<file path="config.mk">
export PLATFORM = sky130hd
export DESIGN_NAME = tick_master
export DESIGN_NICKNAME = d
export VERILOG_FILES = /design/src/rtl/tick_pkg.sv /design/src/rtl/tick_timer.sv /design/src/rtl/ack_tracker.sv /design/src/rtl/tick_master.sv
export SDC_FILE = /design/constraint.sdc
export NUM_CORES = 1
export LEC_CHECK = 0
export ABC_AREA = 1
export BUFFER_PORTS_ARGS = -buffer_cell sky130_fd_sc_hd__buf_2
export CAP_MARGIN = 20
export CORE_AREA = 2 2 75 77
export DETAILED_ROUTE_END_ITERATION = 12
export DIE_AREA = 0 0 77 79
export PLACE_DENSITY = 0.78
export SYNTH_ARGS = -nofsm -noshare
export SYNTH_HDL_FRONTEND = slang
export SYNTH_HIERARCHICAL = 1
export SYNTH_SLANG_ARGS = --single-unit
</file>
<file path="constraint.sdc">
create_clock -name clk -period 2.4 [get_ports clk]
set_clock_uncertainty 0.1 [all_clocks]
set_input_delay 0.48 -clock clk [delete_from_list [all_inputs] [get_ports clk]]
set_output_delay 0.48 -clock clk [all_outputs]
set_load 0.02 [all_outputs]
</file>
<file path="src/rtl/tick_pkg.sv">
// Shared types for the tick distribution controller.
// Assumes: policy code 3 is treated the same as code 0.
package tick_pkg;
    typedef enum logic [1:0] {
        POL_SEQ     = 2'd0,
        POL_RR      = 2'd1,
        POL_TREE    = 2'd2,
        POL_SEQ_ALT = 2'd3
    } policy_e;

    typedef enum logic [1:0] {
        ST_IDLE    = 2'd0,
        ST_SEND    = 2'd1,
        ST_WAITONE = 2'd2,
        ST_WAITALL = 2'd3
    } round_st_e;
endpackage

</file>
<file path="src/rtl/tick_timer.sv">
// Period timer: counts down from reload_val and flags expiry while the count is zero.
// Assumes: reload_val is sampled at each reload, so a change takes effect on the next period.
module tick_timer #(
    parameter int TMR_W = 16
) (
    input  logic             clk,
    input  logic             rst_n,
    input  logic [TMR_W-1:0] reload_val,
    output logic             expired
);
    logic [TMR_W-1:0] cnt_q;

    // Down-count with reload at zero.
    always_ff @(posedge clk) begin
        if (!rst_n)              cnt_q <= reload_val;
        else if (cnt_q == '0)    cnt_q <= reload_val;
        else                     cnt_q <= cnt_q - 1'b1;
    end

    assign expired = (cnt_q == '0);

    // after expiry the counter restarts from the reload value
    p_reload_r1: assert property (@(posedge clk) disable iff (!rst_n)
        expired |=> (cnt_q == $past(reload_val)));
endmodule

</file>
<file path="src/rtl/ack_tracker.sv">
// Per-slave ACK bookkeeping: pending, seen and sticky error bits.
// Assumes: arm, expire and clear come from the round sequencer. An ACK has priority over expiry.
module ack_tracker #(
    parameter int N_SLV = 4
) (
    input  logic             clk,
    input  logic             rst_n,
    input  logic             clear,
    input  logic [N_SLV-1:0] arm,
    input  logic [N_SLV-1:0] expire,
    input  logic [N_SLV-1:0] ack_in,
    output logic [N_SLV-1:0] pend,
    output logic [N_SLV-1:0] seen,
    output logic [N_SLV-1:0] err
);
    for (genvar i = 0; i < N_SLV; i++) begin : g_slv
        // Per-slave state update: arm, accept ACK, or expire.
        always_ff @(posedge clk) begin
            if (!rst_n) begin
                pend[i] <= 1'b0;
                seen[i] <= 1'b0;
                err[i]  <= 1'b0;
            end else if (clear) begin
                pend[i] <= 1'b0;
                seen[i] <= 1'b0;
            end else if (arm[i]) begin
                pend[i] <= 1'b1;
            end else if (pend[i] && ack_in[i]) begin
                pend[i] <= 1'b0;
                seen[i] <= 1'b1;
            end else if (pend[i] && expire[i]) begin
                pend[i] <= 1'b0;
                err[i]  <= 1'b1;
            end
        end

        // a missed-ACK flag never clears outside reset
        p_err_sticky_r3: assert property (@(posedge clk) disable iff (!rst_n)
            err[i] |=> err[i]);
        // seen only rises after an ACK on a pending slave
        p_seen_pend_r6: assert property (@(posedge clk) disable iff (!rst_n)
            $rose(seen[i]) |-> $past(pend[i] && ack_in[i]));
    end
endmodule

</file>
<file path="src/rtl/tick_master.sv">
// Master of a shared-clock tick scheme over point-to-point links.
// Each timer expiry starts a round that sends ticks under the selected policy
// and collects per-slave ACKs with a timeout.
// Assumes: ack_timeout and tree_roots stay stable during a round. Policy is latched at round start.
module tick_master
    import tick_pkg::*;
#(
    parameter int N_SLV = 4,
    parameter int TMR_W = 16,
    parameter int TO_W  = 8
) (
    input  logic             clk,
    input  logic             rst_n,
    input  logic [1:0]       policy,
    input  logic [TMR_W-1:0] reload_val,
    input  logic [TO_W-1:0]  ack_timeout,
    input  logic [N_SLV-1:0] tree_roots,
    input  logic [N_SLV-1:0] ack_in,
    output logic             tick_start,
    output logic [N_SLV-1:0] send_tick,
    output logic [N_SLV-1:0] ack_seen,
    output logic [N_SLV-1:0] ack_err,
    output logic             overrun,
    output logic             busy
);
    localparam int IDX_W = (N_SLV > 1) ? $clog2(N_SLV) : 1;
    localparam logic [IDX_W-1:0] LAST = IDX_W'(N_SLV - 1);

    round_st_e        st_q;
    policy_e          pol_q;
    logic [IDX_W-1:0] idx_q;
    logic [TO_W-1:0]  tcnt_q;
    logic             start_q;
    logic             ovr_q;
    logic             tmr_exp;
    logic             round_go;
    logic             is_seq;
    logic             timed_out;
    logic             ack_cur;
    logic             all_in;
    logic [N_SLV-1:0] arm;
    logic [N_SLV-1:0] expire;
    logic [N_SLV-1:0] pend;
    logic [N_SLV-1:0] cur_bit;

    tick_timer #(.TMR_W(TMR_W)) u_timer (
        .clk        (clk),
        .rst_n      (rst_n),
        .reload_val (reload_val),
        .expired    (tmr_exp)
    );

    ack_tracker #(.N_SLV(N_SLV)) u_track (
        .clk    (clk),
        .rst_n  (rst_n),
        .clear  (round_go),
        .arm    (arm),
        .expire (expire),
        .ack_in (ack_in),
        .pend   (pend),
        .seen   (ack_seen),
        .err    (ack_err)
    );

    assign round_go  = tmr_exp && (st_q == ST_IDLE);
    assign is_seq    = (pol_q == POL_SEQ) || (pol_q == POL_SEQ_ALT);
    assign timed_out = (tcnt_q == ack_timeout);
    assign cur_bit   = N_SLV'(1) << idx_q;
    assign ack_cur   = |(pend & ack_in & cur_bit);
    assign all_in    = ((pend & ~ack_in) == '0);

    // Send strobes and tracker arming for the current send slot.
    always_comb begin
        send_tick = '0;
        arm       = '0;
        if (st_q == ST_SEND) begin
            if (pol_q == POL_TREE) begin
                send_tick = tree_roots;
                arm       = '1;
            end else begin
                send_tick = cur_bit;
                arm       = cur_bit;
            end
        end
    end

    // Expiry mask handed to the tracker when a wait window runs out.
    always_comb begin
        expire = '0;
        if (timed_out) begin
            if (st_q == ST_WAITONE)      expire = cur_bit;
            else if (st_q == ST_WAITALL) expire = '1;
        end
    end

    // Round sequencer: start, send slots, ACK waits, overrun detection.
    always_ff @(posedge clk) begin
        if (!rst_n) begin
            st_q    <= ST_IDLE;
            pol_q   <= POL_SEQ;
            idx_q   <= '0;
            tcnt_q  <= '0;
            start_q <= 1'b0;
            ovr_q   <= 1'b0;
        end else begin
            start_q <= round_go;
            if (tmr_exp && st_q != ST_IDLE) ovr_q <= 1'b1;
            case (st_q)
                ST_IDLE: begin
                    if (tmr_exp) begin
                        st_q  <= ST_SEND;
                        idx_q <= '0;
                        pol_q <= policy_e'(policy);
                    end
                end
                ST_SEND: begin
                    tcnt_q <= '0;
                    if (pol_q == POL_TREE)  st_q <= ST_WAITALL;
                    else if (is_seq)        st_q <= ST_WAITONE;
                    else if (idx_q == LAST) st_q <= ST_WAITALL;
                    else                    idx_q <= idx_q + 1'b1;
                end
                ST_WAITONE: begin
                    if (ack_cur || timed_out) begin
                        if (idx_q == LAST) st_q <= ST_IDLE;
                        else begin
                            idx_q <= idx_q + 1'b1;
                            st_q  <= ST_SEND;
                        end
                    end else begin
                        tcnt_q <= tcnt_q + 1'b1;
                    end
                end
                ST_WAITALL: begin
                    if (all_in || timed_out) st_q <= ST_IDLE;
                    else                     tcnt_q <= tcnt_q + 1'b1;
                end
                default: st_q <= ST_IDLE;
            endcase
        end
    end

    assign tick_start = start_q;
    assign overrun    = ovr_q;
    assign busy       = (st_q != ST_IDLE);

    // the start strobe lasts exactly one cycle
    p_start_pulse_r1: assert property (@(posedge clk) disable iff (!rst_n)
        tick_start |=> !tick_start);
    // sequential and round-robin rounds send to at most one slave per cycle
    p_seq_onehot_r2: assert property (@(posedge clk) disable iff (!rst_n)
        (pol_q != POL_TREE) |-> $onehot0(send_tick));
    // round-robin sends do not pause before the last slave
    p_rr_back_to_back_r4: assert property (@(posedge clk) disable iff (!rst_n)
        (st_q == ST_SEND && pol_q == POL_RR && idx_q != LAST) |=> (st_q == ST_SEND));
    // overrun only rises after a timer expiry during a running round
    p_overrun_cause_r8: assert property (@(posedge clk) disable iff (!rst_n)
        $rose(overrun) |-> $past(busy && tmr_exp));
    // a round is running whenever the start strobe is high
    p_busy_on_start_r10: assert property (@(posedge clk) disable iff (!rst_n)
        tick_start |-> busy);
endmodule

</file>
==> flow_summary_export.csv <==
group,metric,value,unit
floorplan,ios,51,
clocking,cts_hold_buf,0,
outcome,status,"complete, no violations",
floorplan,floorplan.die_area,6080,um2
power_and_ir_drop,irDropWorstVdd,641,uV
clocking,cts_buffer_depth,2,
placed_design,portBuffers,50,
logic_synthesis,syn_inst,444,
setup_path,cp_data_required_time,1.82,ns
route,wirelength,6390,um
setup_path,cp_max_fo,6,
clocking,clock_latency,0.30,ns
setup_path,ff2ff_path_depth,9,
finish,layout.nets,547,
finish,layout_common_cells,"123 x nand2_1, 64 x inv_1, 60 x nor2_1, 50 x buf_2, 44 x dfxtp_1",
clocking,numCtsBuffers,5,
finish,fill_cells,536,
logic_synthesis,ys_ff_latch,44,
sta,layout_min_cycle_time,2.28,ns
setup_path,startpoint,"st_q[1]",
sta,whs,0.274,ns
route,drt_iter0_markers,93,
route,via_per_inst,4.90,
hold_path,holdPathStages,3,
sta,tns,0,ns
hold_path,hold_class,"in2reg",
sta,rsz0062_at_grt,"false",
setup_path,startpoint_type,"flip-flop",
run,drv_cap,0,
finish,diodes,0,
clocking,htree_levels,2,
hold_path,hold_start,"reload_val[2]",
clocking,cts_setup_buffers,0,
logic_synthesis,avgSynthCellArea,6.47,um2
sta,slew_headroom,73.2,%
clocking,root_buffer,"clkbuf_8",
route,wl_per_cell,11.2,um
clocking,cts_tree,"done",
finish,layout_commonest_cell,"nand2_1",
floorplan,fp.dieH,79,um
setup_path,r2r-start,"st_q[0]",
setup_path,cp-end-kind,"primary output",
power_and_ir_drop,leakage,1.64,nW
logic_synthesis,synth_nets,494,
global_route,antenna_found_initial,0,
finish,area_delta_synth_final,15.0,%
logic_synthesis,yosys_warnings,6,
logic_synthesis,ys_seq_area_share,30.7,%
global_route,grt_pass1_vias,2648,
setup_path,crit_type,"reg2out",
global_route,grt_max_degree,22,
floorplan,start_util,53.8,%
setup_path,arrival,1.70,ns
floorplan,fp-row-count,27,
global_route,gr-total-overflow,0,
sta,worst_pin_slew,0.401,ns
placed_design,gp_congestion,0.933,
sta,slew_violations,0,
logic_synthesis,netlist_area,2870,um2
finish,drive_gt1_share,19.7,%
floorplan,die_w,77,um
route,ant_nets,0,
sta,final-setup-viol-count,0,
route,via_count,2794,
logic_synthesis,synth_cell_type_count,34,
clocking,cts.clk_slew.worst_paths,0.08,ns
floorplan,core,5340,um2
sta,hold_violations,0,
sta,fin_crit_sh,95.0,%
placed_design,place_hpwl,4830,um
clocking,cts_sinks,44,
sta,fmax,438,MHz
route,drtPass1Iterations,4,
power_and_ir_drop,power.density,788,nW/um2
global_route,grt_pass1_wl,11300,um
route,drc,0,
global_route,grtUsageTotal,22.5,%
## layer usage
metal	up-vias	global-route usage, %	wire (um)
met4	0	8.57	121
met5	-	0	0
met2	63	40.1	3090
met3	14	3.30	247
li1	1493	-	-
met1	1224	27.5	2920
## repair_timing
item	in CTS	in global routing
endpoints found under the setup margin	0	2
resized for setup	0	2
endpoints found under the hold margin	0	0
## cell families after synthesis
| logic type | synth area share (%) |
|---|---|
| buffers and inverters | 10.8 |
| flip-flops | 30.7 |
| AO/OA/AOI/OAI | 11.2 |
| adder cells (fa/ha/maj) | 6.10 |
| AND/OR/NAND/NOR | 38.9 |
| XOR/XNOR | 2.44 |
## metrics by stage
step | power, mW | instances | util [%] | setup WS (ns) | instance area, um2
floorplan | 1.76 | 444 | - | 0.491 | 2870
CTS | 2.59 | 570 | 61.7 | 0.0718 | 3300
finish | 2.60 | 570 | 61.9 | 0.119 | 3300
detailed placement | 1.96 | 562 | 59.4 | 0.333 | 3170
global placement | 1.94 | 562 | 59.4 | 0.347 | 3170
global route | 2.82 | 570 | 61.9 | 0.00565 | 3300
## synth_stat cells, drive strengths merged
library cell / instances / area, um2
xnor2: 6 / 52.6
inv: 67 / 251
xor2: 2 / 17.5
nor3: 4 / 35.0
or2: 2 / 12.5
a32oi: 1 / 8.76
o22ai: 3 / 25.0
a21oi: 36 / 180
o21ai: 11 / 55.1
o21bai: 1 / 7.51
ha: 14 / 175
nand3: 22 / 135
clkbuf: 2 / 7.51
nand4: 6 / 37.5
o21a: 4 / 30.0
buf: 4 / 50.1
dfxtp: 44 / 881
a211oi: 1 / 7.51
a31oi: 1 / 6.26
nor2: 77 / 342
nand3b: 3 / 22.5
nor3b: 2 / 15.0
nand2: 131 / 517
## sequential cells by signal, summed over array words and instances (netlist names), 2 cells and up
signal,flops
idx_q,2
u_track/pend,4
u_track/err,4
pol_q,2
st_q,2
u_timer/cnt_q,16
u_track/seen,4
tcnt_q,8
## path summary, 6_finish.rpt
check / endpoint / slack [ns]
setup / recovery: send_tick[3] / 0.12
hold reg to reg: u_track/err[3] / 0.36
setup reg to reg: u_track/err[3] / 0.30
hold / removal: u_timer/cnt_q[2] / 0.27
## layout make-up
type                       count  area (um2)  area share (%)
inverter                      67         251            7.61
tap                           72        90.1            2.73
multi-input combinational    327        1690            51.1
clock buffer                   7        96.3            2.92
timing repair buffer          52         265            8.03
clock inverter                 1        30.0           0.909
sequential                    44         881            26.7
## where the power goes
part	total [mW]	switching (mW)	internal (mW)
logic	1.04	0.671	0.368
registers	0.943	0.104	0.839
clock network	0.623	0.255	0.367
## worst max-delay path, cell delays in order, from the launching register on
cell	delay, ns
dfxtp_1	0.35
inv_1	0.13
ha_1	0.21
inv_1	0.14
nor2_1	0.26
o21a_1	0.16
buf_2	0.15
Power figures use the tool's default switching activity.
